===== src/rtl/ecc_rd_pkg.sv =====
package ecc_rd_pkg;

  // Smallest number of Hamming check bits r with 2^r >= dw + r + 1.
  function automatic int check_bits(input int dw);
    int r;
    r = 1;
    while ((1 << r) < dw + r + 1) r++;
    return r;
  endfunction

  // Codeword index of payload bit idx: the idx-th non-power-of-two index from 3 upward.
  function automatic int data_slot(input int idx);
    int pos;
    int seen;
    pos  = 0;
    seen = 0;
    for (int p = 3; p < 4096; p++) begin
      if (pos == 0 && (p & (p - 1)) != 0) begin
        if (seen == idx) pos = p;
        seen++;
      end
    end
    return pos;
  endfunction

endpackage


===== src/rtl/ecc_lane_dec.sv =====
module ecc_lane_dec import ecc_rd_pkg::*; #(
  parameter int DATA_W = 32,
  parameter int CW     = 39
) (
  input  logic [CW-1:0]     code,
  input  logic              en,
  output logic [DATA_W-1:0] data,
  output logic              sec,
  output logic              ded
);
  localparam int SYN_W = $clog2(CW);

  function automatic logic [SYN_W-1:0] syndrome_of(input logic [CW-1:0] c);
    logic [SYN_W-1:0] s;
    s = '0;
    for (int p = 1; p < CW; p++)
      if (c[p]) s ^= SYN_W'(p);
    return s;
  endfunction

  logic [SYN_W-1:0] syn;
  logic             odd_par;
  logic             syn_in_range;
  logic             fix_en;
  logic [CW-1:0]    fixed;

  assign syn          = syndrome_of(code);
  assign odd_par      = ^code;
  assign syn_in_range = 32'(syn) < CW;
  assign fix_en       = en && odd_par && (syn != '0) && syn_in_range;

  always_comb begin
    fixed = code;
    if (fix_en) fixed[syn] = ~fixed[syn];
  end

  // R2 / R3 / R11 classification
  assign sec = en && odd_par && syn_in_range;
  assign ded = en && ((syn != '0 && !odd_par) || (odd_par && !syn_in_range));

  for (genvar i = 0; i < DATA_W; i++) begin : g_bit
    localparam int SLOT = data_slot(i);
    assign data[i] = fixed[SLOT];
  end

endmodule


===== src/rtl/ecc_sat_counter.sv =====
module ecc_sat_counter #(
  parameter int W = 16
) (
  input  logic         clk,
  input  logic         rst_n,
  input  logic         clr,
  input  logic         inc,
  output logic [W-1:0] count
);
  localparam logic [W-1:0] TOP = '1;

  always_ff @(posedge clk or negedge rst_n) begin
    if (!rst_n)                    count <= '0;
    else if (clr)                  count <= '0;
    else if (inc && count != TOP)  count <= count + W'(1);
  end

  a_r9_no_wrap: assert property (@(posedge clk) disable iff (!rst_n)
    (count == TOP && !clr) |=> count == TOP);

  a_r10_clear_wins: assert property (@(posedge clk) disable iff (!rst_n)
    clr |=> count == '0);

  a_r8_single_step: assert property (@(posedge clk) disable iff (!rst_n)
    !clr |=> (count == $past(count) || count == $past(count) + W'(1)));

endmodule


===== src/rtl/ecc_rd_decoder.sv =====
module ecc_rd_decoder import ecc_rd_pkg::*; #(
  parameter int  LANES  = 8,
  parameter int  DATA_W = 32,
  parameter int  MASK_W = 8,
  parameter int  CNT_W  = 16,
  localparam int CW     = DATA_W + check_bits(DATA_W) + 1
) (
  input  logic                    clk,
  input  logic                    rst_n,
  input  logic                    in_valid,
  input  logic [LANES*CW-1:0]     in_code,
  input  logic                    ecc_en,
  input  logic [MASK_W-1:0]       inj_mask,
  input  logic                    cnt_clear,
  output logic                    out_valid,
  output logic [LANES*DATA_W-1:0] out_data,
  output logic                    out_sec,
  output logic                    out_ded,
  output logic [CNT_W-1:0]        sec_count,
  output logic [CNT_W-1:0]        ded_count
);
  logic [LANES-1:0]        lane_sec;
  logic [LANES-1:0]        lane_ded;
  logic [LANES*DATA_W-1:0] lane_data;
  logic                    beat_sec;
  logic                    beat_ded;

  for (genvar g = 0; g < LANES; g++) begin : g_lane
    logic [CW-1:0] hit;
    assign hit = in_code[g*CW +: CW] ^ CW'(inj_mask);   // R7 injection

    ecc_lane_dec #(.DATA_W(DATA_W), .CW(CW)) u_dec (
      .code (hit),
      .en   (ecc_en),
      .data (lane_data[g*DATA_W +: DATA_W]),
      .sec  (lane_sec[g]),
      .ded  (lane_ded[g])
    );
  end

  assign beat_sec = in_valid && (|lane_sec);
  assign beat_ded = in_valid && (|lane_ded);

  always_ff @(posedge clk or negedge rst_n) begin
    if (!rst_n) begin
      out_valid <= 1'b0;
      out_sec   <= 1'b0;
      out_ded   <= 1'b0;
      out_data  <= '0;
    end else begin
      out_valid <= in_valid;
      out_sec   <= beat_sec;
      out_ded   <= beat_ded;
      out_data  <= lane_data;
    end
  end

  ecc_sat_counter #(.W(CNT_W)) u_sec_cnt (
    .clk (clk), .rst_n (rst_n), .clr (cnt_clear), .inc (beat_sec), .count (sec_count)
  );

  ecc_sat_counter #(.W(CNT_W)) u_ded_cnt (
    .clk (clk), .rst_n (rst_n), .clr (cnt_clear), .inc (beat_ded), .count (ded_count)
  );

  a_r4_valid_follows: assert property (@(posedge clk) disable iff (!rst_n)
    in_valid |=> out_valid);

  a_r5_flags_need_valid: assert property (@(posedge clk) disable iff (!rst_n)
    !in_valid |=> (!out_sec && !out_ded));

  a_r6_disabled_quiet: assert property (@(posedge clk) disable iff (!rst_n)
    !ecc_en |=> (!out_sec && !out_ded));

  a_r6_counts_hold: assert property (@(posedge clk) disable iff (!rst_n)
    (!ecc_en && !cnt_clear) |=> ($stable(sec_count) && $stable(ded_count)));

endmodule


===== config.mk =====
export PLATFORM = sky130hd
export DESIGN_NAME = ecc_rd_decoder
export DESIGN_NICKNAME = d
export VERILOG_FILES = /design/src/rtl/ecc_rd_pkg.sv /design/src/rtl/ecc_lane_dec.sv /design/src/rtl/ecc_sat_counter.sv /design/src/rtl/ecc_rd_decoder.sv
export SDC_FILE = /design/constraint.sdc
export NUM_CORES = 1
export LEC_CHECK = 0
export BUFFER_PORTS_ARGS = -buffer_cell sky130_fd_sc_hd__buf_4
export CAP_MARGIN = 20
export CORE_AREA = 2 2 236 238
export CTS_BUF_LIST = sky130_fd_sc_hd__clkbuf_8
export CTS_CLUSTER_DIAMETER = 80
export DETAILED_ROUTE_END_ITERATION = 12
export DIE_AREA = 0 0 238 240
export GPL_ROUTABILITY_DRIVEN = 0
export PLACE_DENSITY = 0.74
export SLEW_MARGIN = 10
export SYNTH_ARGS = -nofsm -noshare
export SYNTH_HDL_FRONTEND = slang
export SYNTH_SLANG_ARGS = --single-unit
export TNS_END_PERCENT = 10

===== constraint.sdc =====
create_clock -name clk -period 3.2 [get_ports clk]
set_input_delay 0.48 -clock clk [delete_from_list [all_inputs] [get_ports clk]]
set_output_delay 0.48 -clock clk [all_outputs]
set_load 0.03 [all_outputs]

After elaboration in Yosys (flattened, before gate mapping) --
Index checks and enable logic that the tools add are counted.
Cells by class: $add $sub $neg 2, magnitude comparators 24, eq/ne operators 2, mux-type cells 356, bitwise gates (word level) 312, reduce and logical (&&, ||, !) cells 112
Operator list (number):
- two-way mux 5 bit | 128
- two-way mux 6 bit | 56
- bitwise mux 39 bit | 8
- two-way mux 39 bit | 8
- NOT 3 bit | 104
- parity 39 bit | 8
- XOR 39 x 8 -> 39 bit | 8
- two-way mux 4 bit | 64
- NOT 2 bit | 104
- NOT 4 bit | 40
- two-way mux 3 bit | 32
- logical AND 1 bit | 68
- two-way mux 16 bit | 4
- less-than comparator 6 x 7 -> 1 bit, second input constant | 8
- binary-select mux 1 bit (select 6 bit) | 8
- demux 1 bit (select 6 bit) | 8
- greater-or-equal comparator 6 x 1 -> 1 bit, second input constant | 8
- less-than comparator 6 bit, second input constant | 8
- nonzero test 6 bit | 8
- NOT 1 bit, first input constant | 40
- NOT 5 bit | 8
- adder 16 x 1 -> 16 bit, second input constant | 2
- two-way mux 2 bit | 16
- != test 16 bit, second input constant | 2
- 6 further kinds | 60
Storage, ports and cells: bits in registers 291, output and inout bits 291, word-level logic and storage cells 814

Depth between registers and ports, before layout --
depth in word-level cells 81, gate-level depth with buffers 15, mapped depth without buffers 12

Cells and area by module --
A second synthesis with hierarchy kept.
Second synthesis, totals: cells, all modules 2298, area, all modules 23461.3 um^2
By module, submodules not included:
- ecc_lane_dec at g_lane[1].u_dec ... | instances 6, cells an instance 221, area each 1826.8 um^2, sequential area each 0.0 um^2
- ecc_rd_decoder | instances 1, cells an instance 337, area each 7171.9 um^2, sequential area each 6481.2 um^2
- ecc_lane_dec at g_lane[0].u_dec | instances 1, cells an instance 231, area each 1761.7 um^2, sequential area each 0.0 um^2
- ecc_lane_dec at g_lane[7].u_dec | instances 1, cells an instance 212, area each 1694.1 um^2, sequential area each 0.0 um^2
- ecc_sat_counter at u_ded_cnt | instances 1, cells an instance 98, area each 942.2 um^2, sequential area each 400.4 um^2
- ecc_sat_counter at u_sec_cnt | instances 1, cells an instance 94, area each 930.9 um^2, sequential area each 400.4 um^2

Worst setup path before layout --
No wires, ideal clock.
path type input to register, start point in inj_mask[7], end point reg u_ded_cnt.count[10], setup time 0.078 ns, arrival time 3.820 ns, required time 3.122 ns, slack -0.698 ns, cell stages on the path 12, cells stage by stage buf_4 xnor2_1 xnor2_1 xnor3_2 xnor3_2 or3_4 a221o_1 o31ai_1 nor4_1 a2111o_1 or3_1 a21oi_1
On the way: word-level cells in the longest chain between the ends 57, elaborated cells on any way between the ends 556
RTL lines:
- from (decl) | RTL line ecc_rd_decoder.sv:13 | input logic [MASK_W-1:0] inj_mask,
- XOR 39 x 8 -> 39 bit | RTL line ecc_rd_decoder.sv:30 | assign hit = in_code[g*CW +: CW] ^ CW'(inj_mask);
- two-way mux 3 bit | RTL line ecc_lane_dec.sv:17 | if (c[p]) s ^= SYN_W'(p);
- two-way mux 4 bit | RTL line ecc_lane_dec.sv:17
- NOT 2 bit (no source line) or two-way mux 4 bit (tied branches)
- two-way mux 4 bit or NOT 2 bit (tied branches)
- two-way mux 4 bit | RTL line ecc_lane_dec.sv:17
- NOT 3 bit (no source line) or NOT 2 bit (tied branches)
- two-way mux 4 bit | RTL line ecc_lane_dec.sv:17
- (+41 left out)
- zero test 1 bit | RTL line ecc_lane_dec.sv:39 | assign ded = en && ((syn != '0 && !odd_par) || (odd_par && !syn_in_range));
- logical AND 1 bit | RTL line ecc_lane_dec.sv:39
- logical OR 1 bit | RTL line ecc_lane_dec.sv:39
- logical AND 1 bit | RTL line ecc_lane_dec.sv:39
- OR reduction 8 bit (*) | RTL line ecc_rd_decoder.sv:42 | assign beat_ded = in_valid && (|lane_ded);
- logical AND 1 bit (*) | RTL line ecc_rd_decoder.sv:42
- logical AND 1 bit (*) | RTL line ecc_sat_counter.sv:15 | else if (inc && count != TOP) count <= count + W'(1);
- nonzero test 2 bit (no source line) (*)
- to (signal assigned) | RTL line ecc_sat_counter.sv:15
- to (decl) | RTL line ecc_sat_counter.sv:8 | output logic [W-1:0] count
Every way passes the cells marked *; elsewhere a longest branch is shown, timed or not. A chain may end at the register's enable or synchronous reset.

Worst setup path after layout --
start point in in_code[62], end point reg u_ded_cnt.count[13]
On the way: word-level cells in the longest chain between the ends 34, elaborated cells on any way between the ends 44
RTL lines:
- from (decl) | RTL line ecc_rd_decoder.sv:11 | input logic [LANES*CW-1:0] in_code,
- XOR 39 x 8 -> 39 bit (*) | RTL line ecc_rd_decoder.sv:30
- two-way mux 5 bit | RTL line ecc_lane_dec.sv:17
- NOT 2 bit (no source line)
- two-way mux 5 bit | RTL line ecc_lane_dec.sv:17
- NOT 3 bit (no source line)
- two-way mux 5 bit | RTL line ecc_lane_dec.sv:17
- NOT 3 bit (no source line)
- two-way mux 5 bit | RTL line ecc_lane_dec.sv:17
- (+18 left out)
- zero test 1 bit | RTL line ecc_lane_dec.sv:39
- logical AND 1 bit | RTL line ecc_lane_dec.sv:39
- logical OR 1 bit (*) | RTL line ecc_lane_dec.sv:39
- logical AND 1 bit (*) | RTL line ecc_lane_dec.sv:39
- OR reduction 8 bit (*) | RTL line ecc_rd_decoder.sv:42
- logical AND 1 bit (*) | RTL line ecc_rd_decoder.sv:42
- logical AND 1 bit (*) | RTL line ecc_sat_counter.sv:15
- nonzero test 2 bit (no source line) (*)
Marks and branches as above.

==> metrics <==
r2r setup slk 280 ps; largest net degree at the start of global routing 89; Nets 3,826; root buf cell clkbuf_8; Overflow after GRT 0; max cap viols 0; via count 23.2k; CP Capture Type flop; crit path DAT 3970 ps; share of cells above drive strength 1 49.5%; DRC 0; DR pass1 iterations 5; Max Clock Skew 6.20 ps; Total Routing Usage GR 31.9%; period utilization 105%; Max Freq 0.296 GHz; Clk Latency, worst-skew pair 670 ps; fill cell count 4,136; Detailed Place HPWL 75,900 um; Worst R2R End u_ded_cnt.count[5]; CTS max path bufs 3; Worst Max-Slew Pin Slew 835 ps; Die Width 238 um; Mean Syn Cell Area 10.1 um^2; Die Area 57,100 um^2; Hold Crit Start in_code[293]; Syn Inst Count 2,258; CP max FO 5; WHS Endpoint out_data[238]; TritonCTS Buffers 52; initial core utilization 41.6%; RSZ-0062 raised after global routing yes; final worst-path setup slack -174 ps; CTS tree done; port buffer count 615; Hold Slack 84.1 ps; crit path launch type input pin; crit path kind in2reg; initial antenna violation count 15; FF+latch count, synth 291; clk slew on worst S/H paths 70 ps; Peak VDD IR 0.000666 V; synthesized area 22,700 um^2; status finished, violations left; register area share after synthesis 32.1%; Async SR Flop Fraction 100%; first-pass GRT wire length 139,000 um; CP required 3800 ps; wire per inst 22.3 um; Setup-failing EPs final 15; Hold Vio Cnt, Final 0; yosys warns 0; min-delay worst type in2reg; Top FF cell, synth dfrtp_1; Slew headroom 43.9%; max-slew violations 0; DR vias/cell 5.45; reg2reg path depth 8; hold depth 2; EDFF count, synth 0; core area 54,700 um^2; R2R Path Start u_ded_cnt.count[0]; drt total wl 94,800 um; min cycle time layout 3370 ps; H-tree level count 2; io pins 616; First DRT Iteration DRCs 1,755; Cell Rows 86; count of different cell masters after synthesis 79; failing checks setup timing; Antenna Violating Nets Remaining 0; number of global-route vias before repair 23.6k; # clock sinks 291; Power Total 31,800 uW; Synth-to-Final Area Change 55.3%; Synth Net Count 2,585; Static Leak 0.0159 uW; die height 240 um; pwr dens 902 nW/um^2
[Yosys cell counts, drive strengths merged, types with 7 or more instances]
master / instances / area (um^2)
o31ai: 12 / 90.1
a22o: 7 / 61.3
xor2: 112 / 1020
nor2: 230 / 863
nand3: 25 / 125
and3: 24 / 150
nand4: 10 / 62.6
a31oi: 20 / 125
or2: 11 / 68.8
and2: 17 / 106
nor4: 15 / 93.8
a21o: 7 / 53.8
or3: 20 / 130
xnor3: 60 / 1350
nor3: 37 / 190
or4: 8 / 60.1
clkbuf: 54 / 203
o21ai: 44 / 220
a211oi: 7 / 52.6
mux4: 34 / 766
nand2b: 24 / 150
mux2i: 41 / 410
o22a: 10 / 87.6
inv: 27 / 101
xnor2: 466 / 4120
o22ai: 13 / 81.3
dfrtp: 291 / 7280
mux2: 210 / 2360
a21oi: 77 / 385
nand2: 211 / 792
buf: 23 / 129
nor2b: 14 / 87.6
[cell families after synthesis]
group / Yosys count / synth area share, %
xor gates and xnor gates: 644 / 29.2
adders and majority gates: 3 / 0.154
buffers and inverters: 104 / 1.91
DFF: 291 / 32.1
AOI/OAI and AO/OA: 262 / 7.58
muxes: 285 / 15.6
and+or+nand+nor: 669 / 13.5
[through the flow]
| stage | instances | instance area [um^2] | util, % | setup WS, ps | setup TNS, ps |
|---|---|---|---|---|---|
| 3_3_place_gp | 4128 | 33000 | 60.3 | -1130 | -172070 |
| 4_1_cts | 4239 | 34800 | 63.6 | -155 | -1220 |
| 3_5_place_dp | 4128 | 33000 | 60.3 | -1230 | -189730 |
| 5_1_grt | 4248 | 35300 | 64.5 | -241 | -5300 |
| 6_report | 4249 | 35300 | 64.5 | -174 | -1560 |
| 2_1_floorplan | 2258 | 23000 | - | -415 | -54920 |
[critical path, stage by stage]
cell	delay [ps]
buf_8	100
xnor2_2	140
xnor3_2	480
xnor3_2	390
xnor3_2	240
or3_4	360
a221o_2	500
o31ai_4	120
nor4_4	110
buf_4	160
a21o_1	210
or4_4	530
a21oi_2	150
[flip-flops by register name, summed over array words and instances, names as in the netlist]
register / cells
out_data: 256
u_ded_cnt.count: 16
u_sec_cnt.count: 16
out_ded: 1
out_sec: 1
out_valid: 1
[how the worst max path moves through the flow]
stage / start / end / slack (ps) / cells after the start
2_1_floorplan: in_code[58] / u_ded_cnt.count[5] / -410 / 11
3_3_place_gp: inj_mask[6] / u_ded_cnt.count[13] / -1130 / 15
3_5_place_dp: inj_mask[6] / u_ded_cnt.count[14] / -1230 / 15
4_1_cts: inj_mask[3] / u_sec_cnt.count[14] / -150 / 18
5_1_grt: inj_mask[7] / u_ded_cnt.count[13] / -240 / 14
6_report: in_code[62] / u_ded_cnt.count[13] / -170 / 13
[cell usage in the layout (no fill, tap or decap), types with 11 or more instances in the layout]
master,n
buf_4,1229
xnor2_1,407
dfrtp_1,291
nor2_1,229
nand2_1,211
mux2_2,208
xor2_1,96
a21oi_1,71
clkbuf_8,70
xnor2_2,46
o21ai_0,42
mux2i_1,39
xnor3_1,38
mux4_2,34
inv_1,33
nor3_1,32
nand3_1,24
nand2b_1,24
and3_1,24
xnor3_2,22
a31oi_1,19
or3_1,18
buf_6,17
and2_1,15
nor2b_1,14
xnor2_4,13
o22ai_1,13
nor4_1,11
buf_12,11
[power breakdown]
part | internal [uW] | switching (uW)
clock | 2350 | 1710
sequential | 3980 | 126
combinational | 11100 | 12500
total | 17500 | 14400
[cell type report]
cell class / count / area, um^2 / share of cell area (%)
Timing Repair Buffer: 1263 / 9720 / 27.5
Inverter: 27 / 104 / 0.294
Sequential cell: 291 / 7280 / 20.6
Antenna cell: 7 / 17.5 / 0.0496
Multi-Input combinational cell: 1864 / 16100 / 45.6
Tap cell: 704 / 881 / 2.50
Clock inverter: 23 / 244 / 0.692
Clock buffer: 70 / 963 / 2.73
[routing by layer]
layer / up-vias / wire length (um) / GRT usage (%)
met5: - / 90 / 0
met4: 16 / 5720 / 17.0
met1: 11300 / 35600 / 37.8
li1: 10300 / - / -
met3: 315 / 8070 / 7.21
met2: 1256 / 45300 / 54.0
[timing repair]
item                                    4_1_cts  5_1_grt
pin swaps                                    28       28
cloned                                        1        0
hold buffers                                  2        0
setup buffers                                15        3
resized for setup                            78       81
endpoints found under the hold margin        80        0
endpoints found under the setup margin      104      167
No activity file was read; power rests on OpenSTA's default activity.
